==> src/rtl/hl_pkg.sv <==
package hl_pkg;
  typedef enum logic [1:0] {
    ST_POR = 2'd0,
    ST_ARM = 2'd1,
    ST_RUN = 2'd2,
    ST_FLT = 2'd3
  } hl_state_e;

  localparam logic [1:0] CODE_LOW   = 2'b00;
  localparam logic [1:0] CODE_HIGH  = 2'b01;
  localparam logic [1:0] CODE_FAULT = 2'b11;

  function automatic logic [1:0] level_code(input logic on, input logic inv);
    return (on ^ inv) ? CODE_LOW : CODE_HIGH;
  endfunction
endpackage

==> src/rtl/hl_tick_timer.sv <==
module hl_tick_timer #(
  parameter int LIMIT = 16
) (
  input  logic clk,
  input  logic rst_n,
  input  logic en,
  input  logic clr,
  output logic done
);
  localparam int CW = (LIMIT > 1) ? $clog2(LIMIT) : 1;
  localparam logic [CW-1:0] LAST = CW'(LIMIT - 1);

  logic [CW-1:0] cnt_q;

  assign done = en && (cnt_q == LAST);

  always_ff @(posedge clk) begin
    if (!rst_n)            cnt_q <= '0;
    else if (clr || done)  cnt_q <= '0;
    else if (en)           cnt_q <= cnt_q + 1'b1;
  end
endmodule

==> src/rtl/hl_schmitt.sv <==
module hl_schmitt #(
  parameter int W = 16
) (
  input  logic signed [W-1:0] field,
  input  logic signed [W-1:0] op,
  input  logic signed [W-1:0] rel,
  input  logic                cur,
  output logic                nxt
);
  always_comb begin
    if (field > op)       nxt = 1'b1;
    else if (field < rel) nxt = 1'b0;
    else                  nxt = cur;
  end
endmodule

==> src/rtl/hl_sigpath.sv <==
module hl_sigpath #(
  parameter int W        = 16,
  parameter int TEST_AMP = 1000
) (
  input  logic signed [W-1:0] op,
  input  logic signed [W-1:0] rel,
  output logic                fail
);
  localparam logic signed [W-1:0] AMP_P = W'(TEST_AMP);
  localparam logic signed [W-1:0] AMP_N = W'(-TEST_AMP);

  logic [1:0] miss;

  // leg 0 injects +AMP from off and expects on; leg 1 injects -AMP from on and expects off
  for (genvar g = 0; g < 2; g++) begin : g_leg
    logic resp;
    hl_schmitt #(.W(W)) u_cmp (
      .field (g == 0 ? AMP_P : AMP_N),
      .op    (op),
      .rel   (rel),
      .cur   (g == 1),
      .nxt   (resp)
    );
    assign miss[g] = (resp != (g == 0));
  end

  assign fail = |miss;
endmodule

==> src/rtl/hl_overtemp.sv <==
module hl_overtemp #(
  parameter int TW      = 10,
  parameter int OT_TRIP = 205,
  parameter int OT_HYS  = 25
) (
  input  logic                 clk,
  input  logic                 rst_n,
  input  logic signed [TW-1:0] temp_c,
  output logic                 hot
);
  localparam logic signed [TW-1:0] TRIP_V  = TW'(OT_TRIP);
  localparam logic signed [TW-1:0] CLEAR_V = TW'(OT_TRIP - OT_HYS);

  always_ff @(posedge clk) begin
    if (!rst_n)                hot <= 1'b0;
    else if (temp_c >= TRIP_V) hot <= 1'b1;
    else if (temp_c <= CLEAR_V) hot <= 1'b0;
  end
endmodule

==> src/rtl/hall_latch_diag.sv <==
module hall_latch_diag
  import hl_pkg::*;
#(
  parameter int W           = 16,
  parameter int NF          = 4,
  parameter int TW          = 10,
  parameter int POR_TICKS   = 37500,
  parameter int DIAG_TICKS  = 6250,
  parameter int RETRY_TICKS = 500000,
  parameter int TEST_AMP    = 1000,
  parameter int OT_TRIP     = 205,
  parameter int OT_HYS      = 25
) (
  input  logic                 clk,
  input  logic                 rst_n,
  input  logic                 smp_valid,
  output logic                 smp_ready,
  input  logic signed [W-1:0]  smp_field,
  input  logic signed [W-1:0]  thr_op,
  input  logic signed [W-1:0]  thr_rel,
  input  logic                 invert,
  input  logic [NF-1:0]        fault_flags,
  input  logic signed [TW-1:0] temp_c,
  output logic [1:0]           out_code,
  output logic                 diag_pass,
  output logic                 fault_active
);
  hl_state_e st_q, st_d;
  logic latch_q, latch_d, latch_nxt;
  logic pass_d;
  logic por_busy, por_done, diag_done, retry_done;
  logic diag_en, retry_en;
  logic ot_hot, sp_fail, flag_hit;

  assign por_busy = (st_q == ST_POR);
  assign diag_en  = (st_q == ST_ARM) || (st_q == ST_RUN);
  assign retry_en = (st_q == ST_FLT);
  assign flag_hit = (|fault_flags) || ot_hot;

  hl_tick_timer #(.LIMIT(POR_TICKS)) u_por (
    .clk(clk), .rst_n(rst_n), .en(por_busy), .clr(!por_busy), .done(por_done)
  );

  hl_tick_timer #(.LIMIT(DIAG_TICKS)) u_diag (
    .clk(clk), .rst_n(rst_n), .en(diag_en), .clr(!diag_en), .done(diag_done)
  );

  hl_tick_timer #(.LIMIT(RETRY_TICKS)) u_retry (
    .clk(clk), .rst_n(rst_n), .en(retry_en), .clr(!retry_en), .done(retry_done)
  );

  hl_overtemp #(.TW(TW), .OT_TRIP(OT_TRIP), .OT_HYS(OT_HYS)) u_ot (
    .clk(clk), .rst_n(rst_n), .temp_c(temp_c), .hot(ot_hot)
  );

  hl_sigpath #(.W(W), .TEST_AMP(TEST_AMP)) u_sp (
    .op(thr_op), .rel(thr_rel), .fail(sp_fail)
  );

  hl_schmitt #(.W(W)) u_latch (
    .field(smp_field), .op(thr_op), .rel(thr_rel), .cur(latch_q), .nxt(latch_nxt)
  );

  always_comb begin
    st_d    = st_q;
    latch_d = latch_q;
    pass_d  = 1'b0;
    unique case (st_q)
      ST_POR: if (por_done) st_d = ST_ARM;
      ST_ARM, ST_RUN: begin
        if (flag_hit || (diag_done && sp_fail)) begin
          st_d = ST_FLT;
        end else begin
          pass_d = diag_done;
          if (smp_valid) begin
            latch_d = latch_nxt;
            st_d    = ST_RUN;
          end
        end
      end
      ST_FLT: begin
        if (retry_done && !flag_hit && !sp_fail) begin
          st_d   = ST_ARM;
          pass_d = 1'b1;
        end
      end
      default: st_d = ST_POR;
    endcase
  end

  always_ff @(posedge clk) begin
    if (!rst_n) begin
      st_q      <= ST_POR;
      latch_q   <= 1'b0;
      diag_pass <= 1'b0;
      smp_ready <= 1'b0;
    end else begin
      st_q      <= st_d;
      latch_q   <= latch_d;
      diag_pass <= pass_d;
      smp_ready <= 1'b1;
    end
  end

  assign out_code     = (st_q == ST_RUN) ? level_code(latch_q, invert) : CODE_FAULT;
  assign fault_active = (st_q == ST_FLT);
endmodule

==> config.mk <==
export PLATFORM = sky130hd
export DESIGN_NAME = hall_latch_diag
export DESIGN_NICKNAME = d
export VERILOG_FILES = /design/src/rtl/hl_pkg.sv /design/src/rtl/hl_tick_timer.sv /design/src/rtl/hl_schmitt.sv /design/src/rtl/hl_sigpath.sv /design/src/rtl/hl_overtemp.sv /design/src/rtl/hall_latch_diag.sv
export SDC_FILE = /design/constraint.sdc
export NUM_CORES = 1
export LEC_CHECK = 0
export ABC_AREA = 1
export CORE_UTILIZATION = 40
export DETAILED_ROUTE_END_ITERATION = 7
export PLACE_DENSITY_LB_ADDON = 0.08
export SLEW_MARGIN = 20
export SYNTH_ARGS = -nofsm -noshare
export SYNTH_HDL_FRONTEND = slang
export SYNTH_HIERARCHICAL = 1
export SYNTH_SLANG_ARGS = --single-unit
==> constraint.sdc <==
create_clock -name clk -period 4.6 [get_ports clk]
set_clock_uncertainty 0.15 [all_clocks]
set_input_delay 1.38 -clock clk [delete_from_list [all_inputs] [get_ports clk]]
set_output_delay 1.38 -clock clk [all_outputs]
set_load 0.02 [all_outputs]
Word-level counts from Yosys, hierarchy flattened
Index checks and enable logic that the tools add are counted.
{"block": "totals", "reg_bits": 54, "inputBits": 66, "output_inout_bits": 5, "wordCells": 77}
{"block": "op_classes", "addsub": 3, "magnitude_cmp": 7, "n_eq_ne": 9, "mux": 18, "bitwise": 4, "n_reduce_logical": 28}
{"op": "$gt A11 B16 Y1 const A", "n": 2}
{"op": "$add A19 B1 Y19 const B", "n": 1}
{"op": "$eq A19 B19 Y1 const B", "n": 1}
{"op": "$add A16 B1 Y16 const B", "n": 1}
{"op": "$eq A16 B16 Y1 const B", "n": 1}
{"op": "$gt A16 B16 Y1", "n": 1}
{"op": "$lt A11 B16 Y1 const A", "n": 1}
{"op": "$lt A16 B16 Y1", "n": 1}
{"op": "$add A13 B1 Y13 const B", "n": 1}
{"op": "$eq A13 B13 Y1 const B", "n": 1}
{"op": "$mux W1", "n": 11}
{"op": "$ge A10 B9 Y1 const B", "n": 1}
{"op": "$le A10 B9 Y1 const B", "n": 1}
{"op": "$mux W2", "n": 5}
{"op": "$reduce_or A2 Y1", "n": 5}
{"op": "$logic_and A1 B1 Y1", "n": 6}
{"op": "$logic_or A1 B1 Y1", "n": 6}
{"op": "$pmux W2 S3", "n": 1}
{"op": "$logic_not A1 Y1", "n": 5}
{"op": "$eq A2 B2 Y1 const B", "n": 2}
{"op": "$ne A2 B1 Y1 const B", "n": 2}
{"op": "$reduce_and A4 Y1", "n": 1}
{"op": "$reduce_bool A2 Y1", "n": 2}
{"op": "$reduce_or A4 Y1", "n": 1}
{"op": "other kinds (7)", "n": 9}

Longest topological paths before layout
{"block": "logic_depth", "depth_word": 8, "mapped_depth": 22, "depth_no_buf": 22}

Hierarchy
Netlist, hierarchy kept.
{"module": "hl_schmitt at u_latch ...", "instances": 2, "cells_per_inst": 143, "area_each_um2": 857.1, "seq_area_each_um2": 0.0}
{"module": "hl_tick_timer at u_retry", "instances": 1, "cells_per_inst": 171, "area_each_um2": 1061.0, "seq_area_each_um2": 380.4}
{"module": "hl_tick_timer at u_por", "instances": 1, "cells_per_inst": 147, "area_each_um2": 925.9, "seq_area_each_um2": 320.3}
{"module": "hl_schmitt at u_sp.g_leg[0].u_cmp", "instances": 1, "cells_per_inst": 142, "area_each_um2": 859.6, "seq_area_each_um2": 0.0}
{"module": "hl_tick_timer at u_diag", "instances": 1, "cells_per_inst": 109, "area_each_um2": 715.7, "seq_area_each_um2": 260.2}
{"module": "hall_latch_diag", "instances": 1, "cells_per_inst": 48, "area_each_um2": 364.1, "seq_area_each_um2": 100.1}
{"module": "hl_overtemp", "instances": 1, "cells_per_inst": 17, "area_each_um2": 92.6, "seq_area_each_um2": 20.0}
{"module": "hl_sigpath", "instances": 1, "cells_per_inst": 4, "area_each_um2": 15.0, "seq_area_each_um2": 0.0}

Least setup slack after synthesis
Ideal clock, no wire load.
{"block": "synth_timing", "path_kind": "in2out", "startpoint": "input port invert", "endpoint": "output port out_code[0]", "arrival_ns": 1.699, "t_required_ns": 3.070, "setup_slack_ns": 1.371, "cell_stages": 1, "path_buffers": 0, "cell_sequence": "o21ai_1"}
{"block": "synth_between", "elab_chain_len": 3}
{"item": "from (decl)", "line": "hall_latch_diag.sv:21", "rtl": "input logic invert,"}
{"item": "$xor A1 B1 Y1", "line": "hl_pkg.sv:14", "rtl": "return (on ^ inv) ? CODE_LOW : CODE_HIGH;"}
{"item": "$mux W1", "line": "hl_pkg.sv:14"}
{"item": "$mux W2", "line": "hall_latch_diag.sv:105", "rtl": "assign out_code = (st_q == ST_RUN) ? level_code(latch_q, invert) : CODE_FAULT;"}
{"item": "to (decl)", "line": "hall_latch_diag.sv:24", "rtl": "output logic [1:0] out_code,"}
Every way passes these cells.

Worst setup path after layout
Same ends and word-level chain as after synthesis.

==> impl_metrics.yaml <==
clock_network:
  cts_tree: "yes"
  cts-buffers-inserted: 5
  clockRootBuffer: "clkbuf_16"
  clock_latency_ps: 290
  htree_levels: 2
  holdBufCountCts: 0
  ctsLongestPathBuffers: 2
  cts.repair.resized: 0
  path_clk_slew_ps: 70
  cts_sinks: 54
  postCtsSetupBuffers: 0
grt:
  gr-total-overflow: 0
  grt_usage_pct: 18.1
  grt_max_degree: 19
  grt_pass1_vias: 4996
  grt_pass1_wl_um: 21900
  grt_antenna_before_repair: 0
timing:
  whs_ps: 320
  min_period_ps: 4130
  setup_viol: 0
  rsz0062_at_grt: "no"
  finalMaxSlewViolations: 0
  finalCritPeriodShare_pct: 89.8
  finalHoldViolCount: 0
  fmax_mhz: 242
  finalSetupTns_ps: 0
drt:
  drc: 0
  viasPerCell: 4.40
  ant_nets: 0
  vias: 5471
  drt-pass1-iter-count: 5
  wire_per_inst_um: 9.93
  drt-total-wl_um: 12300
  drt_iter0_drc: 221
floorplan:
  io_pins: 71
  die_h_um: 122
  dieArea_um2: 14900
  die_x_um: 122
  initial_core_util_pct: 41.2
  design.core.area_um2: 13900
  row_count: 43
cells_and_area:
  drive_gt1_share_pct: 4.61
  layout_common_cells: "nand2_1, inv_1, nor2_1, ha_1, clkdlybuf4s50_1"
  area_growth_pct: 22.5
  design.final.nets: 1229
  fillers: 1486
  postLayoutCoreUtil_pct: 50.5
  num_antenna_cells: 0
  layout_commonest_cell: "nand2_1"
setup_path:
  r2r_slack_ps: 2390
  crit_slowest_cell: "clkdlybuf4s50_1"
  crit_path_max_incr_delay_ps: 610
  critPathCaptureType: "output port"
  crit-reg2reg-launch: "st_q[0]$_SDFFE_PN0P_"
  start_kind: "input pin"
  path_max_fanout: 2
  required_ps: 3070
  r2r_cells: 14
  cp.arrival_ps: 2600
  critPathKind: "input pin to output port"
  rr_endpoint: "st_q[1]$_SDFFE_PN0P_"
  cpMostUsedCell: "clkdlybuf4s50_1"
  crit_chain: "clkdlybuf4s50_1, a21oi_1, o21ai_1, clkdlybuf4s50_1"
status:
  status: "finished, final reports clean"
worst_hold_path:
  min_to: "u_por/cnt_q[15]$_SDFFE_PP0P_"
  hold_path.class: "flip-flop to flip-flop"
  whs_path_depth: 2
  hold_start: "u_por/cnt_q[15]$_SDFFE_PP0P_"
yosys:
  syn_avg_cell_area_um2: 6.22
  yosysUniqueCellTypes: 34
  yosysWarningCount: 6
  yosysSeqAreaShare_pct: 18.8
  ys_ff_latch: 54
  synth_area_um2: 5750
  synth_cells: 924
placed_design:
  place_hpwl_um: 10400
  gp_congestion: 0.877
  port_buffers: 70
run:
  maxCapViolCount: 0
power_and_ir_drop:
  power_density_nw_per_um2: 211
  ir_drop_uv: 153
  leakage_nw: 3.55
[cell usage after synthesis]
library cell	number	area [µm²]
nor2_2	8	50.1
inv_1	196	736
o21ai_0	11	55.1
or2_4	1	8.76
or2_2	1	6.26
nand3_2	3	30.0
nor3_4	1	16.3
nand4_1	16	100
nor3_1	5	25.0
o21ai_1	10	50.1
a21oi_2	4	35.0
or2_1	1	6.26
o22ai_1	1	6.26
nand2_1	219	822
xor2_1	14	123
nor2_1	126	473
a211oi_2	1	12.5
nand3b_1	2	15.0
o21ai_4	1	16.3
nand2_2	6	37.5
nor3_2	3	30.0
o21a_1	3	22.5
o21bai_1	3	22.5
nor2_4	3	33.8
a21oi_1	52	260
conb_1	2	7.51
and2_1	1	6.26
dfxtp_1	54	1080
nand3_1	58	290
xnor2_1	5	43.8
or2_0	1	6.26
inv_2	9	33.8
ha_1	101	1260
buf_6	2	22.5
[per-layer routing]
layer | track usage, % | vias up | wire length, µm
li1 | - | 3087 | -
met1 | 25.2 | 2309 | 6590
met2 | 30.0 | 68 | 5310
met3 | 2.34 | 7 | 372
met4 | 2.55 | 0 | 73
met5 | 0 | - | 0
[registers in the layout, summed over array words and instances (netlist names)]
signal / flops
u_retry/cnt_q: 19
u_por/cnt_q: 16
u_diag/cnt_q: 13
st_q: 2
diag_pass: 1
latch_q: 1
smp_ready: 1
u_ot/hot: 1
[final cells by class]
class / instances / area [µm²] / area share [%]
inverter: 205 / 769 / 10.9
clock buffer: 7 / 143 / 2.03
clock inverter: 1 / 5.00 / 0.0711
tap: 180 / 225 / 3.20
sequential: 54 / 1080 / 15.4
multi-input combinational: 725 / 4110 / 58.4
timing repair buffer: 71 / 708 / 10.1
[through the flow]
step	setup slack, ps	power, mW	cell area [µm²]	instances
final	468	1.49	7040	1243
after global routing	415	1.62	7040	1243
after CTS	461	1.51	7040	1243
after detailed placement	466	1.12	6890	1235
after global placement	461	1.11	6890	1235
after floorplan	1370	0.938	5980	986
[power breakdown]
part	internal [mW]	switching (mW)
sequential	0.487	0.0190
combinational	0.243	0.353
clock	0.216	0.169
[how the worst max path moves through the flow]
| stage | start | endpoint | cells after the start | slack [ps] |
|---|---|---|---|---|
| floorplan | invert | out_code[0] | 1 | 1370 |
| global placement | invert | out_code[0] | 4 | 460 |
| detailed placement | invert | out_code[0] | 4 | 470 |
| CTS | invert | out_code[0] | 4 | 460 |
| global route | invert | out_code[0] | 4 | 410 |
| finish | invert | out_code[0] | 4 | 470 |
[critical path, delay by kind of cell]
kind | cells | cell delay, ps
buffers and inverters | 2 | 1080
AO/OA/AOI/OAI | 2 | 140
[kinds of logic after synthesis]
family,count (synthesis),share of synthesized area [%]
other,2,0.131
adders and majority gates,101,22.0
buffers and inverters,207,13.8
AOI/OAI and AO/OA,86,8.36
and+or+nand+nor,455,34.0
DFF,54,18.8
xor gates and xnor gates,19,2.90
Power figures use the tool's default switching activity.
